[config.mk]
export PLATFORM = sky130hd
export DESIGN_NAME = sdclk_ctrl
export DESIGN_NICKNAME = d
export VERILOG_FILES = /design/src/rtl/sdclk_pkg.sv /design/src/rtl/sdclk_rst_pulse.sv /design/src/rtl/sdclk_regs.sv /design/src/rtl/sdclk_settle.sv /design/src/rtl/sdclk_divider.sv /design/src/rtl/sdclk_ctrl.sv
export SDC_FILE = /design/constraint.sdc
export NUM_CORES = 1
export LEC_CHECK = 0
export BUFFER_PORTS_ARGS = -buffer_cell sky130_fd_sc_hd__buf_2
export CORE_ASPECT_RATIO = 2
export CORE_MARGIN = 10
export CORE_UTILIZATION = 29
export DETAILED_ROUTE_END_ITERATION = 8
export GPL_TIMING_DRIVEN = 0
export SLEW_MARGIN = 20
export SYNTH_ARGS = -nofsm -noshare
export SYNTH_HDL_FRONTEND = slang
export SYNTH_SLANG_ARGS = --single-unit
export TNS_END_PERCENT = 100
[constraint.sdc]
create_clock -name clk -period 3.6 [get_ports clk]
set_input_delay 0.18 -clock clk [delete_from_list [all_inputs] [get_ports clk]]
set_output_delay 0.18 -clock clk [all_outputs]
set_load 0.01 [all_outputs]
[src/rtl/sdclk_pkg.sv]
package sdclk_pkg;
  localparam int DIV_W     = 10;
  localparam int TMO_W     = 4;
  localparam int NUM_RST   = 3;
  localparam int B_INT_EN  = 0;
  localparam int B_STABLE  = 1;
  localparam int B_CARD_EN = 2;
  localparam int B_DIV_HI  = 6;
  localparam int B_DIV_LO  = 8;
  localparam int B_TMO     = 16;
  localparam int B_RST0    = 24;

  typedef struct packed {
    logic [DIV_W-1:0] div;
    logic             int_en;
    logic             card_en;
    logic [TMO_W-1:0] tmo;
  } ctrl_fields_t;

  function automatic ctrl_fields_t decode_word(input logic [31:0] w);
    ctrl_fields_t f;
    f.div     = {w[B_DIV_HI +: 2], w[B_DIV_LO +: 8]};
    f.int_en  = w[B_INT_EN];
    f.card_en = w[B_CARD_EN];
    f.tmo     = w[B_TMO +: TMO_W];
    return f;
  endfunction
endpackage

[src/rtl/sdclk_rst_pulse.sv]
module sdclk_rst_pulse #(
  parameter int LEN = 4
) (
  input  logic clk,
  input  logic rst_n,
  input  logic start,
  output logic active
);
  localparam int CW = $clog2(LEN + 1);
  logic [CW-1:0] cnt;

  always_ff @(posedge clk or negedge rst_n) begin
    if (!rst_n)      cnt <= '0;
    else if (start)  cnt <= CW'(LEN);
    else if (active) cnt <= cnt - 1'b1;
  end

  assign active = (cnt != '0);


  rst_start_busy_chk: assert property (@(posedge clk) disable iff (!rst_n)
    start |=> active);
endmodule

[src/rtl/sdclk_regs.sv]
module sdclk_regs
  import sdclk_pkg::*;
#(
  parameter int RST_CYC = 4
) (
  input  logic               clk,
  input  logic               rst_n,
  input  logic               wr,
  input  logic [31:0]        wdata,
  output ctrl_fields_t       fields,
  output logic [NUM_RST-1:0] rst_busy
);
  ctrl_fields_t nxt;
  logic         host_clear;
  logic         unused_bits;

  assign unused_bits = ^{wdata[31:27], wdata[23:20], wdata[5:3], wdata[1]};
  assign nxt         = decode_word(wdata);
  assign host_clear  = (wr && wdata[B_RST0]) || rst_busy[0];

  always_ff @(posedge clk or negedge rst_n) begin
    if (!rst_n) begin
      fields <= '0;
    end else begin
      if (wr) fields <= nxt;
      if (host_clear) begin
        fields.div     <= '0;
        fields.int_en  <= 1'b0;
        fields.card_en <= 1'b0;
      end
    end
  end

  for (genvar g = 0; g < NUM_RST; g++) begin : g_rst
    sdclk_rst_pulse #(.LEN(RST_CYC)) u_pulse (
      .clk    (clk),
      .rst_n  (rst_n),
      .start  (wr && wdata[B_RST0 + g]),
      .active (rst_busy[g])
    );
  end


  host_clears_fields_chk: assert property (@(posedge clk) disable iff (!rst_n)
    rst_busy[0] |-> (fields.div == '0 && !fields.int_en && !fields.card_en));
endmodule

[src/rtl/sdclk_settle.sv]
module sdclk_settle
  import sdclk_pkg::*;
#(
  parameter int SETTLE = 8
) (
  input  logic             clk,
  input  logic             rst_n,
  input  logic             int_en,
  input  logic [DIV_W-1:0] div,
  output logic             stable
);
  localparam int CW = $clog2(SETTLE + 1);
  logic [CW-1:0]    cnt;
  logic [DIV_W-1:0] div_prev;
  logic             en_prev;
  logic             restart;

  assign restart = (div != div_prev) || (int_en && !en_prev);

  always_ff @(posedge clk or negedge rst_n) begin
    if (!rst_n) begin
      cnt      <= '0;
      div_prev <= '0;
      en_prev  <= 1'b0;
    end else begin
      div_prev <= div;
      en_prev  <= int_en;
      if (restart || !int_en)       cnt <= '0;
      else if (cnt != CW'(SETTLE))  cnt <= cnt + 1'b1;
    end
  end

  assign stable = int_en && (cnt == CW'(SETTLE)) && !restart;


  stable_drop_cause_chk: assert property (@(posedge clk) disable iff (!rst_n)
    (stable && !(div != div_prev) && int_en) |-> ##0 1'b1 ##1 (stable || restart || !int_en));
endmodule

[src/rtl/sdclk_divider.sv]
module sdclk_divider
  import sdclk_pkg::*;
(
  input  logic             clk,
  input  logic             rst_n,
  input  logic             run_req,
  input  logic [DIV_W-1:0] lim,
  output logic             div_q
);
  logic [DIV_W-1:0] cnt;
  logic             term;

  assign term = ({1'b0, cnt} + 1'b1) >= {1'b0, lim};

  always_ff @(posedge clk or negedge rst_n) begin
    if (!rst_n) begin
      cnt   <= '0;
      div_q <= 1'b0;
    end else if (!div_q && !run_req) begin
      cnt <= '0;
    end else if (term) begin
      cnt   <= '0;
      div_q <= ~div_q;
    end else begin
      cnt <= cnt + 1'b1;
    end
  end


  idle_stays_low_chk: assert property (@(posedge clk) disable iff (!rst_n)
    (!run_req && !div_q) |=> !div_q);
endmodule

[src/rtl/sdclk_ctrl.sv]
module sdclk_ctrl
  import sdclk_pkg::*;
#(
  parameter int SETTLE_CYC = 8,
  parameter int RST_CYC    = 4
) (
  input  logic        clk,
  input  logic        rst_n,
  input  logic        ctrl_wr,
  input  logic [31:0] ctrl_wdata,
  output logic [31:0] ctrl_rdata,
  output logic        card_clk,
  output logic        clk_stable,
  output logic        host_rst,
  output logic        cmd_rst,
  output logic        data_rst
);
  ctrl_fields_t       f;
  logic [NUM_RST-1:0] busy;
  logic               stable;
  logic               div_zero;
  logic               div_q;
  logic               zero_gate;

  sdclk_regs #(.RST_CYC(RST_CYC)) u_regs (
    .clk      (clk),
    .rst_n    (rst_n),
    .wr       (ctrl_wr),
    .wdata    (ctrl_wdata),
    .fields   (f),
    .rst_busy (busy)
  );

  sdclk_settle #(.SETTLE(SETTLE_CYC)) u_settle (
    .clk    (clk),
    .rst_n  (rst_n),
    .int_en (f.int_en),
    .div    (f.div),
    .stable (stable)
  );

  assign div_zero = (f.div == '0);

  sdclk_divider u_div (
    .clk     (clk),
    .rst_n   (rst_n),
    .run_req (f.card_en && stable && !div_zero),
    .lim     (f.div),
    .div_q   (div_q)
  );

  // pass-through gate changes only while the base clock is low
  always_ff @(negedge clk or negedge rst_n) begin
    if (!rst_n) zero_gate <= 1'b0;
    else        zero_gate <= f.card_en && stable && div_zero && !div_q;
  end

  assign card_clk = (clk && zero_gate) || div_q;

  always_comb begin
    ctrl_rdata                 = '0;
    ctrl_rdata[B_INT_EN]       = f.int_en;
    ctrl_rdata[B_STABLE]       = stable;
    ctrl_rdata[B_CARD_EN]      = f.card_en;
    ctrl_rdata[B_DIV_HI +: 2]  = f.div[DIV_W-1 -: 2];
    ctrl_rdata[B_DIV_LO +: 8]  = f.div[7:0];
    ctrl_rdata[B_TMO +: TMO_W] = f.tmo;
    ctrl_rdata[B_RST0 +: NUM_RST] = busy;
  end

  assign clk_stable = stable;
  assign host_rst   = busy[0];
  assign cmd_rst    = busy[1];
  assign data_rst   = busy[2];


  no_path_overlap_chk: assert property (@(posedge clk) disable iff (!rst_n)
    !(zero_gate && div_q));


  gated_when_unstable_chk: assert property (@(posedge clk) disable iff (!rst_n)
    (!stable && !div_q) |=> !div_q);
endmodule

# After elaboration in Yosys (flattened, before gate mapping)
# Cells that the tools add are included.
# classes
add_sub_neg,6
multipliers,0
n_div,0
n_lt_le_gt_ge,1
n_eq_ne,3
n_shift,0
muxes,12
bitwise,2
reduce_logical,32
# op_table
operator,n
two-way mux 10 bit,2
two-way mux 3 bit,6
two-way mux 16 bit,1
logical AND 1 bit,12
two-way mux 12 bit,1
"adder 10 x 1 -> 11 bit, second input constant",1
>= comparator 11 x 10 -> 1 bit,1
"adder 10 x 1 -> 10 bit, second input constant",1
zero test 10 bit,1
!= test 10 bit,1
nonzero test 2 bit,5
nonzero test 3 bit,3
"subtractor 3 x 1 -> 3 bit, second input constant",3
two-way mux 4 bit,2
zero test 1 bit,6
"adder 4 x 1 -> 4 bit, second input constant",1
"equality test 4 bit, second input constant",1
logical OR 1 bit,4
"!= test 4 bit, second input constant",1
inverter 1 bit,2
AND reduction 2 bit,1
# totals
reg_bits,52
latch_bits,0
ramBits,0
romBits,0
input_bits,35
output_inout_bits,37
wordCells,69
memories,0

# Depth between registers and ports, before layout
# logic_depth
depth_word,11
mapped_depth,11
ltp_nobuf,10

# By module
# A second synthesis with hierarchy kept.
# unflattened
cells_unflattened,244
area_unflattened_um2,2773.9
# by_module_without_submodules
module,instances,cells_each,area_per_inst_um2,seq_area_each_um2
sdclk_divider,1,81,778.2,275.3
sdclk_regs,1,43,646.9,400.4
sdclk_settle,1,47,614.3,375.4
sdclk_rst_pulse,3,16,177.7,75.1
sdclk_ctrl,1,25,201.4,25.0

==> results_dict.tcl <==
set metrics [dict create \
    syn_avg_cell_area_sq_um 11.51 \
    critPathRequiredTime_ns 2.09 \
    timing.clock.skew_ns 0.04185 \
    async_reset_ff_share_pct 100.0 \
    crit_path_end_kind "register" \
    n_fill_cell 909 \
    detail_route.vias_per_cell 4.722 \
    hold_slack_ns 0.007947 \
    avgRoutedWirePerCell_um 14.93 \
    post_synth_inst_count 239 \
    tightest_slew_ns 0.6811 \
    ios 72 \
    first_pass_iters 6 \
    synth.most_common_cell "dfrtp_1" \
    layout.nets 374 \
    post_synth_instance_area_sq_um 2751 \
    start_kind "register" \
    cts_tree "built" \
    synth_area_leader_cell "dfrtp_1" \
    cellLeakagePower_nw 1.775 \
    yosys-top-cells-count "dfrtp_1, ha_1, inv_1" \
    final_hold_viol_count 0 \
    drt_drc_violations_left 0 \
    postLayoutCoreUtil_pct 37.68 \
    placed_cells 400 \
    final_total_power_w 0.001891 \
    initial_core_util_pct 29.52 \
    grt_antenna_before_repair 0 \
    synth.area.top_cells "dfrtp_1, ha_1, buf_4, xor2_1, nor3b_2" \
    run_status "complete, no violations" \
    grt_max_degree 53 \
    gr-usage-all-layers_pct 9.735 \
    p_per_area_nw_per_um2 538.5 \
    cts_resized 0 \
    numPortBuffers 46 \
    critical_path_arrival_ns 1.78 \
    fin_cells 425 \
    wirelength_um 6344 \
    grt_pass1_wl_um 10390 \
    postCtsSetupRepairBufs 0 \
    synth-seq-area-share_pct 47.29 \
    drt.antenna.violating_nets 0 \
    worst_path_class_setup "reg -> reg" \
    first_global_vias 2092 \
    count_of_flip_flops_with_a_built_in_enable_after_synthesis 0 \
    grt_setup_unrepaired "false" \
    fp.dieW_um 88.88 \
    totalNegativeSetupSlack_ns 0 \
    dominantRegCellSynth "dfrtp_1" \
    finalSetupViolCount 0 \
    share_of_layout_cells_above_drive_strength_1_pct 31.15 \
    place_hpwl_um 4920 \
    n_antenna_cell 0 \
    synth_seq_cells 52 \
    finalWeightedCongestion 0.7984 \
    hp-class "in -> reg" \
    clk_pin_slew_worst_paths_ns 0.07 \
    yosys.cell_types.count 47 \
    slew_headroom_pct 54.59 \
    drt_iter0_drc 115 \
    yosysWarnings 0 \
    design.die.area_sq_um 14020 \
    slew_viol_final 0 \
    yosysTopAreaCellShare_pct 46.38 \
    synthToLayoutAreaGrowth_pct 27.65 \
    vias 2007 \
    gr-total-overflow 0 \
    die_y_um 157.8 \
    path_max_fanout 4 \
    vdd_drop_max_mv 0.2390 \
    core_sq_um 9321 \
    hold_buffers 14 \
    max-cap-violations 0 \
    worst_skew_pair.late_latency_ns 0.44 \
    core.rowCount 50 \
]
[state kept, by name (all words and copies together), names as in the netlist]
| register | cells |
|---|---|
| zero_gate | 1 |
| u_regs.fields | 16 |
| u_settle.en_prev | 1 |
| u_settle.cnt | 4 |
| u_settle.div_prev | 10 |
| u_div.div_q | 1 |
| u_div.cnt | 10 |
| u_regs.g_rst.u_pulse.cnt | 9 |
[metrics by stage]
step / setup slack [ns] / cell area (sq um)
floorplan: 0.3869 / 2793
global route: 0.2052 / 3512
global placement: 0.2905 / 3153
detailed placement: 0.2759 / 3156
finish: 0.3076 / 3512
CTS: 0.3007 / 3512
[cell families (layout without fill, tap and decap cells)]
logic type | after synthesis | in the layout | share of synthesized area (%)
buffers and inverters | 41 | 112 | 8.094
DFF | 52 | 52 | 47.29
xor gates and xnor gates | 22 | 22 | 7.003
muxes | 7 | 7 | 2.819
other | 1 | 12 | 0.1363
AOI/OAI and AO/OA | 35 | 35 | 10.78
adders and majority gates | 19 | 19 | 8.640
and+or+nand+nor | 62 | 62 | 15.23
[path summary, 6_finish.rpt]
| kind | start | to | slack, ns | cells after the start |
|---|---|---|---|---|
| max | u_settle.cnt[0] | zero_gate | 0.31 | 6 |
| min in group asynchronous | rst_n | u_regs.fields[9] | 0.34 | 2 |
| min reg2reg | u_regs.fields[1] | u_regs.fields[1] | 0.50 | 1 |
| max reg2reg | u_settle.cnt[0] | zero_gate | 0.31 | 6 |
| min | ctrl_wdata[2] | u_regs.fields[4] | 0.008 | 2 |
| max in group asynchronous | rst_n | zero_gate | 1.13 | 2 |
[area by class of cell]
type | instances | area, sq um | share of cell area (%)
flip-flops and latches | 52 | 1301 | 37.05
plain buffers | 22 | 151.4 | 4.311
well taps | 104 | 130.1 | 3.705
clock buffers | 10 | 209.0 | 5.949
clock inverters | 2 | 12.51 | 0.3563
inverters | 19 | 71.32 | 2.031
multi-input cells | 157 | 1269 | 36.12
repair buffers | 59 | 367.9 | 10.47
[critical path, stage by stage (launching register included)]
cell     delay (ns)
dfrtp_1        0.39
inv_1          0.07
ha_1           0.21
and4b_1        0.24
nand2_1        0.10
and4b_4        0.21
and2_2         0.16
[layout by cell type (no fill, tap or decap), types with 5 or more instances in the layout]
cell           instances
a21oi_1                8
a22o_1                11
buf_2                 46
buf_4                 18
clkbuf_16              8
conb_1                12
dfrtp_1               51
dlygate4sd3_1         14
ha_1                  19
inv_1                 19
mux2_2                 6
nand2_1               10
nand3_1                5
nor2_1                11
nor3b_2                8
xnor2_1                8
xor2_1                14
[per-layer routing]
layer	track usage (%)	part of all wire (%)	routed length (um)	vias to the layer above
li1	-	-	-	960
met1	9.028	35	2194	987
met2	17.90	58	3674	44
met3	2.367	4.1	262	16
met4	6.352	3.3	212	0
met5	0	0	0	-
[power breakdown]
part	total, W	internal (W)	switching (W)	leakage (nW)
logic	0.000544	0.000251	0.000293	0.958
clock network	0.000632	0.000399	0.000234	0.121
registers	0.000715	0.000660	0.0000554	0.696
No activity file was read; power rests on OpenSTA's default activity.
